## config.mk

```make
export PLATFORM = sky130hd
export DESIGN_NAME = soft_ramp_ctrl
export DESIGN_NICKNAME = d
export VERILOG_FILES = /design/src/rtl/soft_ramp_pkg.sv /design/src/rtl/ramp_ctrl.sv /design/src/rtl/ramp_datapath.sv /design/src/rtl/soft_ramp_ctrl.sv
export SDC_FILE = /design/constraint.sdc
export NUM_CORES = 1
export LEC_CHECK = 0
export ABC_AREA = 1
export BUFFER_PORTS_ARGS = -buffer_cell sky130_fd_sc_hd__clkbuf_2
export CAP_MARGIN = 20
export CORE_MARGIN = 4
export CORE_UTILIZATION = 37
export DETAILED_ROUTE_END_ITERATION = 16
export RECOVER_POWER = 50
export SYNTH_ARGS = -nofsm -noshare
export SYNTH_HDL_FRONTEND = slang
export SYNTH_SLANG_ARGS = --single-unit
```

## constraint.sdc

```tcl
create_clock -name clk -period 4.9 [get_ports clk]
set_input_delay 1.47 -clock clk [delete_from_list [all_inputs] [get_ports clk]]
set_output_delay 1.47 -clock clk [all_outputs]
set_load 0.1 [all_outputs]
```

## src/rtl/soft_ramp_pkg.sv

```systemverilog
package soft_ramp_pkg;

  // Strobes passed from the control module to the code register.
  typedef struct packed {
    logic clear;     // force code to zero
    logic loadFull;  // force code to full scale
    logic stepUp;    // add one
    logic stepDown;  // subtract one
  } rampStrobe_t;

endpackage

```

## src/rtl/ramp_ctrl.sv

```systemverilog
module ramp_ctrl
  import soft_ramp_pkg::*;
#(
  parameter int DIV_W     = 16,
  parameter bit RAMP_DOWN = 1'b0
) (
  input  logic             clk,
  input  logic             rstN,
  input  logic             enable,
  input  logic [DIV_W-1:0] divisor,
  input  logic             atMax,
  input  logic             atMin,
  output rampStrobe_t      stb,
  output logic             enableQ
);

  logic [DIV_W-1:0] preCnt;
  logic             ramping;
  logic             tick;
  logic             jump;

  // The ramping direction is the one that follows the enable level chosen by the mode.
  generate
    if (RAMP_DOWN) begin : g_softOff
      assign ramping = !enable;
      assign jump    = enable;
    end else begin : g_softOn
      assign ramping = enable;
      assign jump    = !enable;
    end
  endgenerate

  // Use >= so a divisor lowered mid-ramp cannot leave the counter stranded above it.
  assign tick = ramping && (preCnt >= divisor);

  always_ff @(posedge clk or negedge rstN) begin
    if (!rstN) begin
      preCnt  <= '0;
      enableQ <= 1'b0;
    end else begin
      enableQ <= enable;
      if (!ramping || tick) preCnt <= '0;
      else                  preCnt <= preCnt + 1'b1;
    end
  end

  always_comb begin
    stb          = '0;
    stb.clear    = !RAMP_DOWN && jump;
    stb.loadFull = RAMP_DOWN && jump;
    stb.stepUp   = !RAMP_DOWN && tick && !atMax;
    stb.stepDown = RAMP_DOWN && tick && !atMin;
  end

  // The counter is held at zero whenever the ramp is not running.
  AST_PRESCALE_IDLE: assert property (@(posedge clk) disable iff (!rstN)
    !ramping |=> (preCnt == '0));

  // At most one strobe is active in any cycle.
  AST_STROBE_EXCL: assert property (@(posedge clk) disable iff (!rstN)
    $onehot0({stb.clear, stb.loadFull, stb.stepUp, stb.stepDown}));

endmodule

```

## src/rtl/ramp_datapath.sv

```systemverilog
module ramp_datapath
  import soft_ramp_pkg::*;
#(
  parameter int CODE_W = 8
) (
  input  logic              clk,
  input  logic              rstN,
  input  rampStrobe_t       stb,
  input  logic              enableQ,
  output logic [CODE_W-1:0] code,
  output logic              atMax,
  output logic              atMin,
  output logic              done
);

  localparam logic [CODE_W-1:0] CODE_MAX = {CODE_W{1'b1}};

  always_ff @(posedge clk or negedge rstN) begin
    if (!rstN)              code <= '0;
    else if (stb.clear)     code <= '0;
    else if (stb.loadFull)  code <= CODE_MAX;
    else if (stb.stepUp)    code <= code + 1'b1;
    else if (stb.stepDown)  code <= code - 1'b1;
  end

  assign atMax = (code == CODE_MAX);
  assign atMin = (code == '0);
  assign done  = enableQ ? atMax : atMin;

  AST_NO_OVERFLOW: assert property (@(posedge clk) disable iff (!rstN)
    (atMax && !stb.clear && !stb.stepDown) |=> (code == CODE_MAX));

  AST_NO_UNDERFLOW: assert property (@(posedge clk) disable iff (!rstN)
    (atMin && !stb.loadFull && !stb.stepUp) |=> (code == '0));

  AST_SINGLE_STEP: assert property (@(posedge clk) disable iff (!rstN)
    (!stb.clear && !stb.loadFull) |=>
      ((code == $past(code)) || (code == $past(code) + 1'b1) || (code == $past(code) - 1'b1)));

endmodule

```

## src/rtl/soft_ramp_ctrl.sv

```systemverilog
module soft_ramp_ctrl
  import soft_ramp_pkg::*;
#(
  parameter int CODE_W    = 8,
  parameter int DIV_W     = 16,
  parameter bit RAMP_DOWN = 1'b0
) (
  input  logic              clk,
  input  logic              rstN,
  input  logic              enable,
  input  logic [DIV_W-1:0]  divisor,
  output logic [CODE_W-1:0] code,
  output logic              done
);

  localparam logic [CODE_W-1:0] FULL_SCALE = {CODE_W{1'b1}};

  rampStrobe_t stb;
  logic        enableQ;
  logic        atMax;
  logic        atMin;

  ramp_ctrl #(
    .DIV_W    (DIV_W),
    .RAMP_DOWN(RAMP_DOWN)
  ) u_ctrl (
    .clk    (clk),
    .rstN   (rstN),
    .enable (enable),
    .divisor(divisor),
    .atMax  (atMax),
    .atMin  (atMin),
    .stb    (stb),
    .enableQ(enableQ)
  );

  ramp_datapath #(
    .CODE_W(CODE_W)
  ) u_path (
    .clk    (clk),
    .rstN   (rstN),
    .stb    (stb),
    .enableQ(enableQ),
    .code   (code),
    .atMax  (atMax),
    .atMin  (atMin),
    .done   (done)
  );

  generate
    if (RAMP_DOWN) begin : g_chkOff
      AST_ON_AT_ONCE: assert property (@(posedge clk) disable iff (!rstN)
        enable |=> (code == FULL_SCALE));
    end else begin : g_chkOn
      AST_OFF_AT_ONCE: assert property (@(posedge clk) disable iff (!rstN)
        !enable |=> (code == '0));
    end
  endgenerate

  AST_DONE_END: assert property (@(posedge clk) disable iff (!rstN)
    done |-> ((code == FULL_SCALE) || (code == '0)));

endmodule

```

==> Word level (Yosys, flattened, before mapping) <==
Index checks and enable logic that the tools add are counted.
{ "classes": {"addsub": 2, "magnitude_cmp": 1, "n_eq_ne": 2, "n_mux": 4, "reduce_logical": 6} }
{ "op_table": {"columns": ["cell", "n"], "rows": [
  ["16-bit by 1-bit adder with 16-bit output (second input constant)", 1],
  ["16-bit >= comparator", 1],
  ["16-bit two-way mux", 1],
  ["8-bit two-way mux", 2],
  ["8-bit by 1-bit adder with 8-bit output (second input constant)", 1],
  ["8-bit == test (second input constant)", 1],
  ["8-bit logical NOT", 1],
  ["1-bit logical AND", 2],
  ["1-bit logical NOT", 2],
  ["2-bit by 1-bit != test with 1-bit output (second input constant)", 1],
  ["1-bit logical OR", 1],
  ["1-bit two-way mux", 1]
]} }
{ "totals": {"register_bits": 25, "out_inout_bits": 9} }

==> Depth between registers and ports, before layout <==
{ "logic_depth": {"ltp_word": 5, "mapped_depth": 14, "ltp_nobuf": 14} }

==> Cells and area by module <==
A second synthesis with hierarchy kept.
{ "unflattened": {"hier_cells": 269, "hier_area_um2": 2037.0} }
{ "by_module_without_submodules": {"columns": ["mod", "n_inst", "cells_per_inst", "area_per_inst_um2"], "rows": [
  ["ramp_ctrl", 1, 161, 1301.2],
  ["ramp_datapath", 1, 108, 735.7]
]} }

==> Least setup slack after synthesis <==
OpenSTA, ideal clock, no wires.
{ "synth_timing": {"kind": "register to output", "start": "register u_path.code[1]", "end": "output port done", "t_arrival_ns": 3.945, "required_time_ns": 3.430, "slack_ns": -0.515, "path_stages_with_launch": 6, "path_buffers": 0, "cell_sequence": "dfrtp_1 > ha_1 > nand2_1 > nor3_4 > nand3_4 > o21ai_0"} }
{ "synth_between": {"elab_chain_cells": 2} }
{ "synth_rtl": {"columns": ["item", "line", "text"], "rows": [
  ["start: declaration", "ramp_datapath.sv:10", "output logic [CODE_W-1:0] code,"],
  ["start signal: assignment", "ramp_datapath.sv:22", "else if (stb.stepUp) code <= code + 1'b1;"],
  ["start signal: assignment", "ramp_datapath.sv:23", "else if (stb.stepDown) code <= code - 1'b1;"],
  ["8-bit == test or 8-bit logical NOT (tied branches)", "ramp_datapath.sv:26, ramp_datapath.sv:27", null],
  ["1-bit two-way mux *", "ramp_datapath.sv:28", "assign done = enableQ ? atMax : atMin;"],
  ["end: declaration", "soft_ramp_ctrl.sv:13", "output logic done"]
]} }
Mark *: on every way between the ends. The rest lies on a longest branch, timed or not.

==> Worst setup path after layout <==
{ "layout_timing": {"start": "register u_path.code[0]", "end": "output port done"} }
The elaborated chain is that of the path after synthesis.

==> flow_summary.json <==
{
  "status": "completed",
  "clkLatencyLatePin_ns": 0.26,
  "first_pass_iters": 4,
  "syn_to_final_growth_pct": 12.28,
  "leakage_nw": 1.110,
  "port_buffers": 27,
  "drc_errors": 0,
  "synth-edff-count": 0,
  "ff2ff_path_depth": 7,
  "ant_nets": 0,
  "rrSetupSlack_ns": 3.00,
  "gp_congestion": 0.8108,
  "drt-initial-drc-count": 53,
  "grt_pass1_vias": 1428,
  "rows": 24,
  "antenna_cells": 0,
  "design.core.area_um2": 4504,
  "worst-path-max-fanout": 10,
  "hold_viol": 0,
  "syn_area_um2": 1783,
  "p_total_w": 0.0003707,
  "syn_avg_cell_area_um2": 7.752,
  "ys.flop_type": "dfrtp_1",
  "drt-vias-per-instance": 4.799,
  "yosysUniqueCellTypes": 27,
  "grt_overflow_total": 0,
  "final_cells": 309,
  "cts_resized": 0,
  "cts_buffers": 3,
  "cts_hold_buf": 0,
  "clk_pin_slew_worst_paths_ns": 0.09,
  "holdPathStages": 1,
  "synth_fp_nets": 268,
  "async_reset_ff_frac": 1.000,
  "drv_slew": 0,
  "grt_max_degree": 26,
  "synth_top_area_share": 0.3509,
  "hold_end": "u_ctrl.preCnt[0]$_DFF_PN0_",
  "timing.rr.start": "u_ctrl.preCnt[5]$_DFF_PN0_",
  "finalSetupViolations": 0,
  "skew_ns": 0.007789,
  "synth_area_leaders": "dfrtp_1, ha_1, inv_1",
  "tightest_slew_ns": 1.388,
  "period_needed_ns": 3.505,
  "min_from": "u_ctrl.preCnt[0]$_DFF_PN0_",
  "worst-setup-path-type": "reg2out",
  "power_density_nw_per_um2": 185.2,
  "fin_setup_tns_ns": 0,
  "reg2reg_to": "u_ctrl.preCnt[13]$_DFF_PN0_",
  "placedCellCount": 305,
  "num_vias": 1483,
  "cts_setup_buffers": 0,
  "fin_nets": 296,
  "clockBufferDepth": 2,
  "start_util": 0.3958,
  "die_w_um": 77.42,
  "mostFrequentLayoutCells": "inv_1, nand2_1, nor2_1",
  "clock.fmax_ghz": 0.2853,
  "finalCritPeriodShare": 0.7153,
  "worstPathRequired_ns": 3.43,
  "track_usage": 0.1233,
  "die-area_um2": 5993,
  "fill_cells": 463,
  "multiInputGateArea_um2": 975.9,
  "synthCells": 230,
  "final_common_cell": "inv_1",
  "pin_count": 28,
  "seqCellArea_um2": 625.6,
  "critPathArrivalTime_ns": 2.03,
  "slew_headroom": 0.07469,
  "cts_tree": "yes",
  "grt_setup_unrepaired": "no",
  "yosysSeqAreaShare": 0.3509,
  "cp-start-kind": "flip-flop",
  "hold_class": "reg2reg",
  "layout-drive-gt1-share": 0.1362,
  "clkSinkCount": 25,
  "grt_pass1_wl_mm": 6.210,
  "ys_warn_count": 0,
  "end_kind": "primary output",
  "htree_levels": 1,
  "vdd_drop_max_uv": 84.17,
  "cts-root-buf": "clkbuf_8",
  "routed_wl_mm": 3.335,
  "wl_per_cell_um": 10.79,
  "yosysTopAreaCell": "dfrtp_1",
  "cap_violations": 0,
  "hpwlAfterDp_mm": 2.615,
  "ys_ff_latch": 25,
  "die_h_um": 77.42,
  "antenna_found_initial": 0
}
==> area by class of cell <==
class,instances,share of cell area
clock buffer,4,0.02250
timing repair buffer,27,0.06438
multi-input combinational,158,0.4875
sequential,25,0.3125
inverter,43,0.08063
tap,52,0.03250
==> state kept, by name, summed over array words and instances (netlist names) <==
name	count
u_ctrl.preCnt	16
u_path.code	8
u_ctrl.enableQ	1
==> routing by layer <==
metal,vias to the layer above,part of all wire,global-route usage,routed length (um)
met2,12,0.46,0.2107,1525
li1,799,-,-,-
met5,-,0,0,0
met4,0,0.0045,0.02669,15
met1,670,0.52,0.1644,1726
met3,2,0.020,0.02083,67
==> stage by stage <==
step	utilization	worst slack [ns]	instance area (um^2)	hold slack (ns)
after floorplan	-	0.2467	1783	0.4322
after global placement	0.4358	1.743	1963	0.4499
after detailed placement	0.4358	1.681	1963	0.4567
after CTS	0.4458	1.379	2008	0.4699
after global routing	0.4444	1.269	2002	0.5019
final	0.4444	1.395	2002	0.4660
==> synthesized netlist by cell type, drive strengths merged (2+ instances only) <==
cell,number
dfrtp,25
o21ai,4
nor3,11
nand2,42
nand4,14
buf,3
nor2,27
nor4,2
nand3,17
xor2,10
ha,19
a21oi,8
inv,43
==> cells by family after synthesis <==
logic type	after synthesis	synth area share
and+or+nand+nor	114	0.3158
adders and majority gates	19	0.1333
DFF	25	0.3509
buffers and inverters	47	0.1017
xor gates and xnor gates	11	0.05403
AOI/OAI and AO/OA	14	0.04421
==> where the power goes <==
part | internal, W | total, W | switching (W)
registers | 0.000209 | 0.000211 | 0.00000212
clock network | 0.0000580 | 0.000121 | 0.0000626
logic | 0.0000144 | 0.0000394 | 0.0000250
total | 0.000281 | 0.000371 | 0.0000896
==> how the worst max path moves through the flow <==
stage / from / end / slack (ns) / depth (start not counted)
detailed placement: u_path.code[0]$_DFFE_PN0P_ / done / 1.68 / 6
global placement: u_path.code[1]$_DFFE_PN0P_ / done / 1.74 / 6
finish: u_path.code[0]$_DFFE_PN0P_ / done / 1.40 / 6
CTS: u_path.code[0]$_DFFE_PN0P_ / done / 1.38 / 6
floorplan: u_path.code[1]$_DFFE_PN0P_ / done / 0.25 / 5
global route: u_path.code[0]$_DFFE_PN0P_ / done / 1.27 / 6
==> worst max-delay path, stage by stage (launching register included) <==
cell      delay, ns
dfrtp_1        0.43
ha_1           0.19
nand2_1        0.10
nor3_4         0.25
nand3_4        0.18
o21ai_1        0.16
clkbuf_2       0.47
(Power assumes the default switching activity.)
